### src/rtl/tc_pkg.sv
package tc_pkg;
  // Widest slot number the strobe struct can carry (up to 256 entries).
  localparam int TC_SLOT_W = 8;

  // Number of upper index slices an entry covers.
  localparam logic [1:0] TC_DEPTH_NONE = 2'd0;
  localparam logic [1:0] TC_DEPTH_TOP  = 2'd1;
  localparam logic [1:0] TC_DEPTH_MID  = 2'd2;
  localparam logic [1:0] TC_DEPTH_LOW  = 2'd3;

  // Strobes from replacement control to the entry array.
  typedef struct packed {
    logic                 clearAll;
    logic                 writeEn;
    logic [TC_SLOT_W-1:0] writeSlot;
  } tc_strobe_t;
endpackage

### src/rtl/tc_entry_array.sv
module tc_entry_array
  import tc_pkg::*;
#(
  parameter  int ENTRIES = 16,
  parameter  int IDX_W   = 9,
  parameter  int BASE_W  = 40,
  localparam int TAG_W   = 3 * IDX_W,
  localparam int SLOT_W  = $clog2(ENTRIES)
) (
  input  logic               clk,
  input  logic               rstN,
  input  tc_strobe_t         strobes,
  input  logic [TAG_W-1:0]   fillTag,
  input  logic [1:0]         fillDepth,
  input  logic [BASE_W-1:0]  fillBase,
  input  logic [TAG_W-1:0]   lookTag,
  output logic [ENTRIES-1:0] validVec,
  output logic [ENTRIES-1:0] dupVec,
  output logic               hitFound,
  output logic [SLOT_W-1:0]  hitSlot,
  output logic [1:0]         hitDepth,
  output logic [BASE_W-1:0]  hitBase
);

  // Keep only the slices an entry of this depth covers; clear the rest.
  function automatic logic [TAG_W-1:0] maskTag(input logic [TAG_W-1:0] tag,
                                               input logic [1:0] depth);
    logic [TAG_W-1:0] kept;
    kept = '0;
    for (int k = 0; k < 3; k++) begin
      if (int'(depth) > k)
        kept[TAG_W-1-k*IDX_W -: IDX_W] = tag[TAG_W-1-k*IDX_W -: IDX_W];
    end
    return kept;
  endfunction

  logic [ENTRIES-1:0] validQ;
  logic [1:0]         depthQ [ENTRIES];
  logic [TAG_W-1:0]   tagQ   [ENTRIES];
  logic [BASE_W-1:0]  baseQ  [ENTRIES];
  logic [ENTRIES-1:0] matchVec;
  logic [ENTRIES-1:0] deeperVec;
  logic [TAG_W-1:0]   fillKey;

  assign fillKey  = maskTag(fillTag, fillDepth);
  assign validVec = validQ;

  // Stored tags are already masked, so each compare is a plain equality.
  for (genvar g = 0; g < ENTRIES; g++) begin : gCmp
    assign matchVec[g] = validQ[g] && (depthQ[g] != TC_DEPTH_NONE) &&
                         (maskTag(lookTag, depthQ[g]) == tagQ[g]);
    assign dupVec[g]   = validQ[g] && (depthQ[g] == fillDepth) &&
                         (tagQ[g] == fillKey);
  end

  always_ff @(posedge clk) begin
    if (!rstN) begin
      for (int i = 0; i < ENTRIES; i++) begin
        validQ[i] <= 1'b0;
        depthQ[i] <= TC_DEPTH_NONE;
        tagQ[i]   <= '0;
        baseQ[i]  <= '0;
      end
    end else begin
      for (int i = 0; i < ENTRIES; i++) begin
        if (strobes.clearAll) begin
          validQ[i] <= 1'b0;
        end else if (strobes.writeEn && strobes.writeSlot == TC_SLOT_W'(i)) begin
          validQ[i] <= 1'b1;
          depthQ[i] <= fillDepth;
          tagQ[i]   <= fillKey;
          baseQ[i]  <= fillBase;
        end
      end
    end
  end

  // Deepest match wins; on a tie the lower slot is kept.
  always_comb begin
    hitFound = 1'b0;
    hitSlot  = '0;
    hitDepth = TC_DEPTH_NONE;
    hitBase  = '0;
    for (int i = 0; i < ENTRIES; i++) begin
      if (matchVec[i] && depthQ[i] > hitDepth) begin
        hitFound = 1'b1;
        hitSlot  = SLOT_W'(i);
        hitDepth = depthQ[i];
        hitBase  = baseQ[i];
      end
    end
  end

  for (genvar g = 0; g < ENTRIES; g++) begin : gDeeper
    assign deeperVec[g] = matchVec[g] && (depthQ[g] > hitDepth);
  end

  AST_DEEPEST_SELECTED: assert property (@(posedge clk) disable iff (!rstN)
    deeperVec == '0);

  AST_NO_TWIN_ENTRY: assert property (@(posedge clk) disable iff (!rstN)
    $countones(dupVec) <= 1);

  AST_FLUSH_EMPTIES: assert property (@(posedge clk) disable iff (!rstN)
    strobes.clearAll |=> validQ == '0);

  AST_FILL_LANDS: assert property (@(posedge clk) disable iff (!rstN)
    (strobes.writeEn && !strobes.clearAll) |=>
      validQ[$past(strobes.writeSlot[SLOT_W-1:0])]);

endmodule

### src/rtl/tc_repl_ctrl.sv
module tc_repl_ctrl
  import tc_pkg::*;
#(
  parameter  int ENTRIES = 16,
  localparam int SLOT_W  = $clog2(ENTRIES)
) (
  input  logic               clk,
  input  logic               rstN,
  input  logic               flushIn,
  input  logic               fillReq,
  input  logic [ENTRIES-1:0] validVec,
  input  logic [ENTRIES-1:0] dupVec,
  input  logic               lookTouch,
  input  logic [SLOT_W-1:0]  hitSlot,
  output tc_strobe_t         strobes
);

  localparam logic [SLOT_W-1:0] OLDEST = SLOT_W'(ENTRIES - 1);

  // Recency rank per slot: 0 is most recent, ENTRIES-1 is the victim.
  logic [SLOT_W-1:0]  rankQ [ENTRIES];
  logic [SLOT_W-1:0]  dupSlot, freeSlot, oldSlot, target, touchSlot;
  logic               writeEn, touchEn;
  logic [ENTRIES-1:0] oldestVec, newestVec;

  always_comb begin
    dupSlot  = '0;
    freeSlot = '0;
    oldSlot  = '0;
    for (int i = ENTRIES - 1; i >= 0; i--) begin
      if (dupVec[i])   dupSlot  = SLOT_W'(i);
      if (!validVec[i]) freeSlot = SLOT_W'(i);
      if (rankQ[i] == OLDEST) oldSlot = SLOT_W'(i);
    end
    if (|dupVec)         target = dupSlot;
    else if (!(&validVec)) target = freeSlot;
    else                 target = oldSlot;
  end

  assign writeEn   = fillReq && !flushIn;
  assign touchEn   = writeEn || (lookTouch && !fillReq && !flushIn);
  assign touchSlot = writeEn ? target : hitSlot;

  assign strobes.clearAll  = flushIn;
  assign strobes.writeEn   = writeEn;
  assign strobes.writeSlot = TC_SLOT_W'(target);

  always_ff @(posedge clk) begin
    if (!rstN || flushIn) begin
      for (int i = 0; i < ENTRIES; i++) rankQ[i] <= SLOT_W'(i);
    end else if (touchEn) begin
      for (int i = 0; i < ENTRIES; i++) begin
        if (SLOT_W'(i) == touchSlot)        rankQ[i] <= '0;
        else if (rankQ[i] < rankQ[touchSlot]) rankQ[i] <= rankQ[i] + 1'b1;
      end
    end
  end

  for (genvar g = 0; g < ENTRIES; g++) begin : gRank
    assign oldestVec[g] = (rankQ[g] == OLDEST);
    assign newestVec[g] = (rankQ[g] == '0);
  end

  AST_ONE_VICTIM: assert property (@(posedge clk) disable iff (!rstN)
    $countones(oldestVec) == 1);

  AST_ONE_NEWEST: assert property (@(posedge clk) disable iff (!rstN)
    $countones(newestVec) == 1);

endmodule

### src/rtl/xlat_prefix_cache.sv
module xlat_prefix_cache
  import tc_pkg::*;
#(
  parameter  int ENTRIES = 16,
  parameter  int IDX_W   = 9,
  parameter  int PAGE_W  = 12,
  parameter  int BASE_W  = 40,
  localparam int VA_W    = PAGE_W + 4 * IDX_W,
  localparam int TAG_W   = 3 * IDX_W,
  localparam int SLOT_W  = $clog2(ENTRIES)
) (
  input  logic              clk,
  input  logic              rstN,
  input  logic [BASE_W-1:0] rootBase,
  input  logic              lookupValid,
  input  logic [VA_W-1:0]   lookupVa,
  output logic [1:0]        matchDepth,
  output logic [BASE_W-1:0] tableBase,
  input  logic              fillValid,
  input  logic [VA_W-1:0]   fillVa,
  input  logic [1:0]        fillDepth,
  input  logic [BASE_W-1:0] fillBase,
  input  logic              flush
);

  tc_strobe_t         strobes;
  logic [TAG_W-1:0]   lookTag, fillTag;
  logic [ENTRIES-1:0] validVec, dupVec;
  logic               hitFound, fillReq, lookTouch;
  logic [SLOT_W-1:0]  hitSlot;
  logic [1:0]         hitDepth;
  logic [BASE_W-1:0]  hitBase;
  logic               unusedLowBits;

  assign lookTag = lookupVa[VA_W-1 -: TAG_W];
  assign fillTag = fillVa[VA_W-1 -: TAG_W];
  assign unusedLowBits = ^{lookupVa[VA_W-TAG_W-1:0], fillVa[VA_W-TAG_W-1:0]};

  assign fillReq   = fillValid && (fillDepth != TC_DEPTH_NONE);
  assign lookTouch = lookupValid && hitFound;

  tc_repl_ctrl #(.ENTRIES(ENTRIES)) u_ctrl (
    .clk       (clk),
    .rstN      (rstN),
    .flushIn   (flush),
    .fillReq   (fillReq),
    .validVec  (validVec),
    .dupVec    (dupVec),
    .lookTouch (lookTouch),
    .hitSlot   (hitSlot),
    .strobes   (strobes)
  );

  tc_entry_array #(.ENTRIES(ENTRIES), .IDX_W(IDX_W), .BASE_W(BASE_W)) u_array (
    .clk       (clk),
    .rstN      (rstN),
    .strobes   (strobes),
    .fillTag   (fillTag),
    .fillDepth (fillDepth),
    .fillBase  (fillBase),
    .lookTag   (lookTag),
    .validVec  (validVec),
    .dupVec    (dupVec),
    .hitFound  (hitFound),
    .hitSlot   (hitSlot),
    .hitDepth  (hitDepth),
    .hitBase   (hitBase)
  );

  assign matchDepth = hitFound ? hitDepth : TC_DEPTH_NONE;
  assign tableBase  = hitFound ? hitBase  : rootBase;

  AST_NULL_FILL_INERT: assert property (@(posedge clk) disable iff (!rstN)
    (fillValid && fillDepth == TC_DEPTH_NONE && !flush) |=>
      validVec == $past(validVec));

endmodule

### config.mk
export PLATFORM = sky130hd
export DESIGN_NAME = xlat_prefix_cache
export DESIGN_NICKNAME = d
export VERILOG_FILES = /design/src/rtl/tc_pkg.sv /design/src/rtl/tc_entry_array.sv /design/src/rtl/tc_repl_ctrl.sv /design/src/rtl/xlat_prefix_cache.sv
export SDC_FILE = /design/constraint.sdc
export NUM_CORES = 2
export LEC_CHECK = 0
export ABC_AREA = 1
export BUFFER_PORTS_ARGS = -buffer_cell sky130_fd_sc_hd__buf_4
export CAP_MARGIN = 20
export CORE_MARGIN = 10
export CORE_UTILIZATION = 49
export DETAILED_ROUTE_END_ITERATION = 10
export GPL_ROUTABILITY_DRIVEN = 0
export HOLD_SLACK_MARGIN = 0.06
export PLACE_DENSITY = 0.68
export SLEW_MARGIN = 5
export SYNTH_ARGS = -nofsm -noshare
export SYNTH_HDL_FRONTEND = slang
export SYNTH_SLANG_ARGS = --single-unit
### constraint.sdc
create_clock -name clk -period 22.2 [get_ports clk]
set_input_delay 2.22 -clock clk [delete_from_list [all_inputs] [get_ports clk]]
set_output_delay 2.22 -clock clk [all_outputs]
set_load 0.01 [all_outputs]
==> qor.yml <==
cp_common_cell: "nand2_2"
fmax_mhz: 45.8
synth_ff_type: "edfxtp_1"
p_comb_share_pct: 10.5
drt_iter0_drc: 9726
arrival_ps: 19610
clk_path_buf_depth: 3
seqPwrFrac_pct: 48.8
firstDrtPassIters: 11
antenna_found_initial: 4
grt_pass1_wl_um: 344000
insertion_delay_ps: 810
netlist_area_um2: 64400
ys_seq_elements: 1184
pre_cts_slack_ps: -1070
setup_viol: 0
r2r_start: "u_array.depthQ[0][1]"
start_kind: "input port"
switching_share_pct: 26.5
intPower_mw: 3.99
synth_fp_nets: 7246
vias: 56700
io_pins: 225
clock-sinks: 1184
cts_buffers: 133
rows: 132
cp_slowest_cell: "ha_1"
syn_area_per_cell_um2: 9.20
layout-drive-gt1-share_pct: 12.2
cts-htree-levels: 4
switching_power_mw: 1.44
cp_slowest_stage_delay_ps: 300
ant_nets: 0
coreArea_um2: 130000
hold_class: "register to register"
yosysUniqueCellTypes: 63
r2r_slack_ps: 1620
fin_setup_tns_ps: 0
power.density_nw_per_um2: 74.0
setup_ws_ps: 367
end_kind: "output pin"
wl_um: 241000
layout.nets: 7367
status: "finished, violations left"
grt.overflow.total: 0
critPathKind: "input port to output pin"
port-buffer-count: 182
p_leak_nw: 28.6
min_period_ps: 21830
cp-endpoint: "tableBase[29]"
crit_fanout: 26
hold_viol: 0
cts_tree: "built"
peakVddDrop_mv: 0.0853
finalPower_mw: 5.43
yosysWarningCount: 0
synth_edf_count: 1168
rsz0062_at_grt: "yes"
dpl_cell_area_um2: 67600
fin_crit_sh_pct: 98.3
finClkSkew_ps: 30.1
r2r-end: "u_ctrl.rankQ[6][1]"
r2r.worst_path.cells: 154
viasPerCell: 6.33
syn_to_final_growth_pct: 14.0
synthArstFlopShare_pct: 0
violations: "design-rule violations"
die_x_um: 383
drv_cap: 0
yosysSeqAreaShare_pct: 55.0
track_usage_pct: 31.3
cts.clk_slew.worst_paths_ps: 60
fp.dieH_um: 383
grt_pass1_vias: 52900
wl_per_cell_um: 26.8
dp_hpwl_um: 159000
worst_slew_pin_slew_ps: 1270
clkPwrFrac_pct: 40.7
drc: 2
crit_start: "lookupVa[26]"
syn_inst: 6997
grt_max_degree: 84
start_util_pct: 49.5
die-area_um2: 146000
cp.required_ps: 19980
slew-limit-headroom_pct: 14.7
hold_buffers: 0
design_area_um2: 73400
cts_root_buf: "clkbuf_16"
maxSlewViolCount: 0
[sequential cells by signal (all words and copies together) (netlist names)]
| name | flops |
|---|---|
| u_array.baseQ | 640 |
| u_ctrl.rankQ | 64 |
| u_array.validVec | 16 |
| u_array.depthQ | 32 |
| u_array.tagQ | 432 |
[worst max-delay path, delay by kind of cell]
family,cells,cell delay (ps)
adder cells (fa/ha/maj),15,3690
AO/OA/AOI/OAI,30,4080
AND/OR/NAND/NOR,70,7320
buffers and inverters,27,2180
[cell usage in the layout, fill, tap and decap left out, types with 128 or more instances in the layout]
master	netlist	layout
a21oi_1	291	261
buf_4	14	370
clkbuf_16	0	137
edfxtp_1	1168	1168
inv_1	501	485
nand2_1	1065	1001
nand3_1	457	454
nor2_1	1193	1172
o211ai_1	157	157
o21ai_0	406	365
o22ai_1	128	128
xor2_1	290	289
[Yosys cell counts (111+ instances only)]
master	n	area share (%)
xor2_1	290	3.9
nand2_1	1065	6.2
o211ai_1	157	1.8
clkbuf_1	279	1.6
edfxtp_1	1168	54
nand4_1	111	1.1
o22ai_1	128	1.2
nand3_1	457	3.6
inv_1	501	2.9
a21oi_1	291	2.3
nor2_1	1193	7.0
o21ai_0	406	3.2
[layout make-up]
class                      count  area [um2]
antenna                        1        2.50
clock buffer                 170        3550
clock inverter                65         732
fill                       11200       56500
inverter                     571        2160
multi-input combinational   4813       26000
sequential                  1184       35400
tap                         1742        2180
timing repair buffer         415        3460
[layer usage]
metal	vias up	track usage, %	part of all wire, %
met1	26800	38.2	35
met5	-	0	0.012
met3	1086	9.66	13
met4	4	19.8	7.6
li1	24600	-	-
met2	4285	48.0	44
[power groups by stage]
stage	clock network, mW	logic [mW]	registers (mW)
final	2.21	0.570	2.65
after global routing	2.30	0.597	2.66
after floorplan	0	0.325	2.67
after CTS	2.21	0.533	2.64
after detailed placement	0	0.529	2.69
after global placement	0	0.519	2.69
[logic make-up (layout without fill, tap and decap cells)]
group           after synthesis  after routing  synth area share [%]
simple gates               3107           3107                  20.6
xor+xnor                    368            368                  5.00
compound gates             1272           1272                  12.0
flops                      1184           1184                  55.0
other cells                   0              1                     0
buf+inv                    1000           1221                  6.18
fa+ha+maj                    66             66                  1.28
[stage by stage]
step / utilization (%) / std cells / hold slack (ps)
3_3_place_gp: 52.0 / 8653 / 526
2_1_floorplan: - / 6997 / 473
5_1_grt: 56.5 / 8960 / 587
4_1_cts: 55.7 / 8931 / 542
3_5_place_dp: 52.0 / 8655 / 534
6_report: 56.5 / 8961 / 559
[how the worst min path moves through the flow]
stage                          from  slack [ps]                    to  cells past startpoint
2_1_floorplan   u_array.validVec[5]         470   u_array.validVec[5]                      2
3_3_place_gp   u_array.validVec[12]         530  u_array.validVec[12]                      2
3_5_place_dp   u_array.validVec[12]         530  u_array.validVec[12]                      2
4_1_cts        u_array.validVec[12]         540  u_array.validVec[12]                      2
5_1_grt        u_array.validVec[12]         590  u_array.validVec[12]                      2
6_report       u_array.validVec[12]         560  u_array.validVec[12]                      2
[timing repair]
item	CTS	global route
hold endpoints to repair	0	0
endpoints found under the setup margin	42	170
pin swaps	35	88
buffers inserted	39	27
resized for setup	65	199
gates cloned	3	1
(Power assumes the default switching activity.)
